### src/rtl/rx_pkg.sv
package rx_pkg;
  typedef enum logic [2:0] {
    S_IDLE, S_START, S_DATA, S_PAR, S_STOP1, S_STOP2
  } rx_state_t;

  typedef struct packed {
    logic       perr;
    logic       ferr;
    logic       brk;
  } rx_flags_t;
endpackage

### src/rtl/rx_line_sync.sv
module rx_line_sync #(
  parameter int STAGES = 2
) (
  input  logic clk,
  input  logic rst_n,
  input  logic rxd,
  output logic line,
  output logic fall
);
  // STAGES synchronizer flops plus one history flop for edge detection
  logic [STAGES:0] sh;

  always_ff @(posedge clk or negedge rst_n) begin
    if (!rst_n) sh <= '1;
    else        sh <= {sh[STAGES-1:0], rxd};
  end

  assign line = sh[STAGES-1];
  assign fall = sh[STAGES] & ~sh[STAGES-1];
endmodule

### src/rtl/rx_bit_sampler.sv
module rx_bit_sampler
  import rx_pkg::*;
#(
  parameter int DATA_W     = 8,
  parameter int OVERSAMPLE = 16
) (
  input  logic              clk,
  input  logic              rst_n,
  input  logic              tick,
  input  logic              line,
  input  logic              fall,
  input  logic [1:0]        cfg_wlen,
  input  logic              cfg_par_en,
  input  logic              cfg_par_even,
  input  logic              cfg_par_stick,
  input  logic              cfg_stop2,
  output logic              fr_valid,
  output logic [DATA_W-1:0] fr_data,
  output rx_flags_t         fr_flags
);
  localparam int CW = $clog2(OVERSAMPLE);
  localparam int IW = $clog2(DATA_W);
  localparam int MIN_W = DATA_W - 3;
  localparam logic [CW-1:0] C_MID  = CW'(OVERSAMPLE / 2 - 1);
  localparam logic [CW-1:0] C_FULL = CW'(OVERSAMPLE - 1);

  rx_state_t         st;
  logic [CW-1:0]     cnt;
  logic [IW-1:0]     idx;
  logic [DATA_W-1:0] sreg;
  logic              par_acc, par_bad, frm_bad, all_low;

  logic [IW-1:0] last_idx;
  logic          at_mid, at_full, par_exp;
  logic [1:0]    shamt;

  assign last_idx = IW'(MIN_W - 1) + IW'(cfg_wlen);
  assign at_mid   = tick && (cnt == C_MID);
  assign at_full  = tick && (cnt == C_FULL);
  assign shamt    = 2'd3 - cfg_wlen;
  // expected parity bit given the data ones accumulated so far
  assign par_exp  = cfg_par_stick ? ~cfg_par_even
                                  : (cfg_par_even ? par_acc : ~par_acc);

  always_ff @(posedge clk or negedge rst_n) begin
    if (!rst_n) begin
      st       <= S_IDLE;
      cnt      <= '0;
      idx      <= '0;
      sreg     <= '0;
      par_acc  <= 1'b0;
      par_bad  <= 1'b0;
      frm_bad  <= 1'b0;
      all_low  <= 1'b0;
      fr_valid <= 1'b0;
      fr_data  <= '0;
      fr_flags <= '0;
    end else begin
      fr_valid <= 1'b0;
      if (st != S_IDLE && tick) cnt <= cnt + 1'b1;
      unique case (st)
        S_IDLE: begin
          if (fall) begin
            st      <= S_START;
            cnt     <= '0;
            idx     <= '0;
            par_acc <= 1'b0;
            par_bad <= 1'b0;
            frm_bad <= 1'b0;
            all_low <= 1'b1;
            sreg    <= '0;
          end
        end
        S_START: begin
          if (at_mid) begin
            cnt <= '0;
            st  <= line ? S_IDLE : S_DATA;
          end
        end
        S_DATA: begin
          if (at_full) begin
            cnt     <= '0;
            sreg    <= {line, sreg[DATA_W-1:1]};
            par_acc <= par_acc ^ line;
            all_low <= all_low & ~line;
            idx     <= idx + 1'b1;
            if (idx == last_idx) st <= cfg_par_en ? S_PAR : S_STOP1;
          end
        end
        S_PAR: begin
          if (at_full) begin
            cnt     <= '0;
            par_bad <= (line != par_exp);
            all_low <= all_low & ~line;
            st      <= S_STOP1;
          end
        end
        S_STOP1: begin
          if (at_full) begin
            cnt     <= '0;
            frm_bad <= ~line;
            all_low <= all_low & ~line;
            if (cfg_stop2) st <= S_STOP2;
            else begin
              st            <= S_IDLE;
              fr_valid      <= 1'b1;
              fr_data       <= sreg >> shamt;
              fr_flags.perr <= par_bad;
              fr_flags.ferr <= ~line;
              fr_flags.brk  <= all_low & ~line;
            end
          end
        end
        S_STOP2: begin
          if (at_full) begin
            cnt           <= '0;
            st            <= S_IDLE;
            fr_valid      <= 1'b1;
            fr_data       <= sreg >> shamt;
            fr_flags.perr <= par_bad;
            fr_flags.ferr <= frm_bad | ~line;
            fr_flags.brk  <= all_low & ~line;
          end
        end
        default: st <= S_IDLE;
      endcase
    end
  end

  // idle is left only through a falling edge
  assert_idle_hold_R1: assert property (@(posedge clk) disable iff (!rst_n)
    (st == S_IDLE && !fall) |=> st == S_IDLE);

  // a high level at the half-bit check aborts the frame
  assert_false_start_R2: assert property (@(posedge clk) disable iff (!rst_n)
    (st == S_START && at_mid && line) |=> (st == S_IDLE && !fr_valid));

  // the bit counter moves only on a tick while a frame is open
  assert_tick_gate_R10: assert property (@(posedge clk) disable iff (!rst_n)
    (st != S_IDLE && !tick && $past(st) != S_IDLE) |=> $stable(cnt));
endmodule

### src/rtl/rx_holding.sv
module rx_holding
  import rx_pkg::*;
#(
  parameter int DATA_W = 8
) (
  input  logic              clk,
  input  logic              rst_n,
  input  logic              fr_valid,
  input  logic [DATA_W-1:0] fr_data,
  input  rx_flags_t         fr_flags,
  input  logic              m_ready,
  input  logic              stat_clr,
  output logic              m_valid,
  output logic [DATA_W-1:0] m_data,
  output logic              st_overrun,
  output logic              st_parity,
  output logic              st_framing,
  output logic              st_break
);
  logic take, load, lose;

  assign take = m_valid & m_ready;
  assign load = fr_valid & (~m_valid | take);
  assign lose = fr_valid & m_valid & ~take;

  always_ff @(posedge clk or negedge rst_n) begin
    if (!rst_n) begin
      m_valid    <= 1'b0;
      m_data     <= '0;
      st_overrun <= 1'b0;
      st_parity  <= 1'b0;
      st_framing <= 1'b0;
      st_break   <= 1'b0;
    end else begin
      if (load) begin
        m_valid <= 1'b1;
        m_data  <= fr_data;
      end else if (take) begin
        m_valid <= 1'b0;
      end
      st_overrun <= (st_overrun & ~stat_clr) | lose;
      st_parity  <= (st_parity  & ~stat_clr) | (load & fr_flags.perr);
      st_framing <= (st_framing & ~stat_clr) | (load & fr_flags.ferr);
      st_break   <= (st_break   & ~stat_clr) | (load & fr_flags.brk);
    end
  end

  // held word is stable under back-pressure
  assert_hold_stable_R7: assert property (@(posedge clk) disable iff (!rst_n)
    (m_valid && !m_ready) |=> (m_valid && $stable(m_data)));

  // overrun can only appear while a word was held
  assert_overrun_cause_R8: assert property (@(posedge clk) disable iff (!rst_n)
    $rose(st_overrun) |-> $past(m_valid));

  // flags persist without a clear
  assert_sticky_R9: assert property (@(posedge clk) disable iff (!rst_n)
    (st_parity && !stat_clr) |=> st_parity);
endmodule

### src/rtl/rx_frame_engine.sv
module rx_frame_engine
  import rx_pkg::*;
#(
  parameter int DATA_W      = 8,
  parameter int OVERSAMPLE  = 16,
  parameter int SYNC_STAGES = 2
) (
  input  logic              clk,
  input  logic              rst_n,
  input  logic              tick16,
  input  logic              rxd,
  input  logic [1:0]        cfg_wlen,
  input  logic              cfg_par_en,
  input  logic              cfg_par_even,
  input  logic              cfg_par_stick,
  input  logic              cfg_stop2,
  output logic              m_valid,
  input  logic              m_ready,
  output logic [DATA_W-1:0] m_data,
  input  logic              stat_clr,
  output logic              st_overrun,
  output logic              st_parity,
  output logic              st_framing,
  output logic              st_break
);
  logic              line, fall, fr_valid;
  logic [DATA_W-1:0] fr_data;
  rx_flags_t         fr_flags;

  rx_line_sync #(.STAGES(SYNC_STAGES)) u_sync (
    .clk(clk), .rst_n(rst_n), .rxd(rxd), .line(line), .fall(fall)
  );

  rx_bit_sampler #(.DATA_W(DATA_W), .OVERSAMPLE(OVERSAMPLE)) u_samp (
    .clk(clk), .rst_n(rst_n), .tick(tick16), .line(line), .fall(fall),
    .cfg_wlen(cfg_wlen), .cfg_par_en(cfg_par_en),
    .cfg_par_even(cfg_par_even), .cfg_par_stick(cfg_par_stick),
    .cfg_stop2(cfg_stop2), .fr_valid(fr_valid), .fr_data(fr_data),
    .fr_flags(fr_flags)
  );

  rx_holding #(.DATA_W(DATA_W)) u_hold (
    .clk(clk), .rst_n(rst_n), .fr_valid(fr_valid), .fr_data(fr_data),
    .fr_flags(fr_flags), .m_ready(m_ready), .stat_clr(stat_clr),
    .m_valid(m_valid), .m_data(m_data), .st_overrun(st_overrun),
    .st_parity(st_parity), .st_framing(st_framing), .st_break(st_break)
  );
endmodule

### config.mk
export PLATFORM = sky130hd
export DESIGN_NAME = rx_frame_engine
export DESIGN_NICKNAME = d
export VERILOG_FILES = /design/src/rtl/rx_pkg.sv /design/src/rtl/rx_line_sync.sv /design/src/rtl/rx_bit_sampler.sv /design/src/rtl/rx_holding.sv /design/src/rtl/rx_frame_engine.sv
export SDC_FILE = /design/constraint.sdc
export NUM_CORES = 1
export LEC_CHECK = 0
export BUFFER_PORTS_ARGS = -buffer_cell sky130_fd_sc_hd__buf_4
export CORE_MARGIN = 2
export CORE_UTILIZATION = 55
export DETAILED_ROUTE_END_ITERATION = 7
export GPL_ROUTABILITY_DRIVEN = 0
export PLACE_DENSITY = 0.75
export SLEW_MARGIN = 20
export SYNTH_ARGS = -nofsm -noshare
export SYNTH_HDL_FRONTEND = slang
export SYNTH_SLANG_ARGS = --single-unit
### constraint.sdc
create_clock -name clk -period 5 [get_ports clk]
set_input_delay 1 -clock clk [delete_from_list [all_inputs] [get_ports clk]]
set_output_delay 1 -clock clk [all_outputs]
set_load 0.005 [all_outputs]
==> key figures <==
Outcome
  – Outcome: completed

Timing
  – Crit path time final: 2270 ps
  – Final Skew: 7.18 ps
  – Min Hold Slack: 369 ps
  – Fmax: 0.441 GHz
  – Hold Fails Final Rpt: 0
  – Max Slew Vio Count: 0
  – Rel. slew slack: 0.593
  – RSZ-0062 raised after global routing: false
  – Setup Viol. Count Final: 0
  – TNS Setup: 0 ps
  – Min setup slack post-route: 2730 ps
  – Least-Margin Pin Slew: 610 ps
  – Final period utilization: 0.454

Worst setup path
  – CP max stage delay: 370 ps
  – Slowest stage cell, crit path: mux2_2
  – RR Startpoint: u_samp.cnt[0]
  – Crit start category: input port
  – Crit path arrival time: 2470 ps
  – Critical Path Sink Type: flop
  – Worst Path Max Fanout: 12
  – R2r setup slk: 2880 ps
  – Worst reg2reg path depth: 5
  – Req. time, crit path: 5200 ps
  – Cell Chain, Critical Path: buf_4 -> and4_1 -> nand3_1 -> inv_1 -> mux2_2
  – Worst r2r dst: u_samp.fr_data[4]
  – Worst Path Class, Setup: in2reg

Clocking
  – Hold_buf cts: 0
  – Post-CTS setup buffers: 0
  – Clk_lat worst skew: 310 ps
  – CTS sink cnt: 50
  – Post-cts sizing count: 0
  – CTS Root Cell: clkbuf_8
  – CTS tree: yes
  – H-tree lvl count: 2
  – Clk buf depth: 2
  – CTS Buf Count: 5
  – Reg clk slew, reported paths: 90 ps

Place
  – HPWL Detailed: 2910 um
  – Number of port buffers: 24
  – Pre-CTS setup slack: 2410 ps

Synthesis
  – Post-Syn Instances: 217
  – Leading area contributor after synthesis: dfrtp_1
  – Yosys reg bits: 50
  – Ys async rst share: 1.00
  – Post-synthesis average cell area: 11.1 um^2
  – Synth Flop Type: dfrtp_1
  – YS warnings: 0
  – Synth top area cells: dfrtp_1 (49%), mux2_2 (5.1%), nand2_1 (4.5%), o21ai_0 (3.5%), dfstp_2 (3.3%)
  – Mapped Area: 2410 um^2
  – Number of library cell types mapped by synthesis: 42
  – Post-Syn Nets: 232
  – Top cell type's share of synthesized area: 0.488
  – Post-synth EDFFs: 0
  – Sequential cell area fraction in the yosys report: 0.521

Min path
  – Hold path endpoint: u_sync.sh[1]
  – Hold depth: 0
  – HP Class: reg2reg
  – Min-delay src: u_sync.sh[0]

Layout
  – Layout cell share with drive strength beyond 1: 0.247
  – Area growth, synth to finish: 11.5%
  – Post-layout nets: 253
  – Most common cell after layout, fill and taps aside: dfrtp_1
  – Antenna cells: 0
  – Most frequent cells in the layout: dfrtp_1 (47), nand2_1 (29), buf_4 (24)
  – Core Util, Final: 0.626

Floorplan
  – Initial core utilization: 0.561
  – Die height: 70.2 um
  – Die area: 4930 um^2
  – Die Wd: 70.2 um
  – FP Rows: 24
  – I/O pin count: 25
  – Core area: 4290 um^2

Pwr
  – Switching Fraction: 0.298
  – Sequential fraction of design power: 0.499
  – Combinational power share: 0.208
  – Pint: 668 uW
  – Switching power: 284 uW
  – Power per cell area: 354 nW/um^2
  – Clock share of power: 0.292
  – Lkg Pwr: 0.00133 uW
  – Maximum vdd drop: 0.230 mV

Global route
  – First-pass GRT wire length: 7220 um
  – Busiest grt layer: met2
  – Initial antenna violation count: 0
  – Overall routing resource usage: 0.189
  – Met2 Use GR: 0.319
  – Vias in the first global route: 1,611
  – Met3 Usage GRT: 0.0462
  – Pin count of the biggest net entering global routing: 51
  – Gr ovfl total: 0
  – Met1 Use GR: 0.233

Drt
  – Pre-Repair DR Iteration Count: 4
  – Drt total wl: 4150 um
  – Post-route DRC: 0
  – Initial drt markers: 63
  – Vias per Instance: 5.50
  – Routed len/inst: 14.3 um
  – ANT nets after route: 0
  – Via count: 1,601

Run
  – Max_cap viols: 0
per-layer routing:
metal	vias up	wire [um]
li1	793	-
met1	769	1840
met5	-	0
met2	33	2060
met4	0	75
met3	6	177
cells in the mapped netlist (2+ instances only):
master     n
dfrtp_1   47
nand2_1   29
o21ai_0   17
nand3_1   14
inv_1     12
mux2_2    11
a22o_1     9
nor2_1     8
a21oi_1    6
nor2b_1    6
xor2_1     5
buf_4      4
mux2i_1    4
buf_6      3
dfstp_2    3
ha_1       3
mux4_2     3
nand2b_1   3
xnor2_1    3
mux2_4     2
nor3b_1    2
o22ai_1    2
o31ai_1    2
logic make-up (layout without fill, tap and decap cells):
logic type      Yosys count  in the layout  share of synthesized area
xor+xnor                  8              8                     0.0291
compound gates           41             41                      0.109
mux                      20             20                      0.109
buf+inv                  22             44                     0.0509
simple gates             73             73                      0.166
flops                    50             50                      0.521
fa+ha+maj                 3              3                     0.0156
critical path, delay by kind of cell:
family / cells / cell delay (ps)
buffers and inverters: 2 / 470
and+or+nand+nor: 2 / 630
muxes: 1 / 370
registers in the layout (all words and copies together), names as in the netlist:
signal,flops
u_samp.st,3
u_samp.par_acc,1
u_hold.st_overrun,1
u_hold.st_parity,1
u_hold.st_framing,1
u_samp.frm_bad,1
u_samp.sreg,8
u_hold.m_data,8
u_sync.sh,3
u_samp.fr_valid,1
u_samp.fr_flags,3
u_samp.cnt,4
u_hold.m_valid,1
u_samp.idx,3
u_samp.all_low,1
u_samp.par_bad,1
u_hold.st_break,1
u_samp.fr_data,8
power groups by stage:
stage / Clock (uW) / Combinational (uW) / Sequential [uW]
finish: 278 / 198 / 475
global route: 301 / 223 / 480
CTS: 287 / 201 / 474
detailed placement: 0 / 198 / 481
global placement: 0 / 195 / 481
floorplan: 0 / 194 / 451
through the flow:
stage,total power (uW),std cells,instance area [um^2]
after floorplan,645,217,2410
after global placement,675,283,2580
after detailed placement,679,283,2580
after CTS,961,291,2690
after global routing,1000,291,2690
final,952,291,2690
worst max-delay path by stage:
| stage | from | end | slack, ps | cells past startpoint |
|---|---|---|---|---|
| 2_1_floorplan | cfg_wlen[1] | u_samp.st[1] | 2800 | 5 |
| 3_3_place_gp | tick16 | u_samp.fr_data[4] | 2430 | 5 |
| 3_5_place_dp | tick16 | u_samp.fr_data[4] | 2410 | 5 |
| 4_1_cts | tick16 | u_samp.fr_data[4] | 2720 | 5 |
| 5_1_grt | tick16 | u_samp.fr_data[4] | 2580 | 5 |
| 6_report | tick16 | u_samp.fr_data[4] | 2730 | 5 |
area by class of cell:
type | instances | area [um^2]
multi-input combinational | 145 | 1030
inverter | 12 | 45.0
tap | 52 | 65.1
sequential | 50 | 1250
clock buffer | 5 | 68.8
fill | 365 | 1610
clock inverter | 3 | 40.0
timing repair buffer | 24 | 180
(Power assumes the default switching activity.)
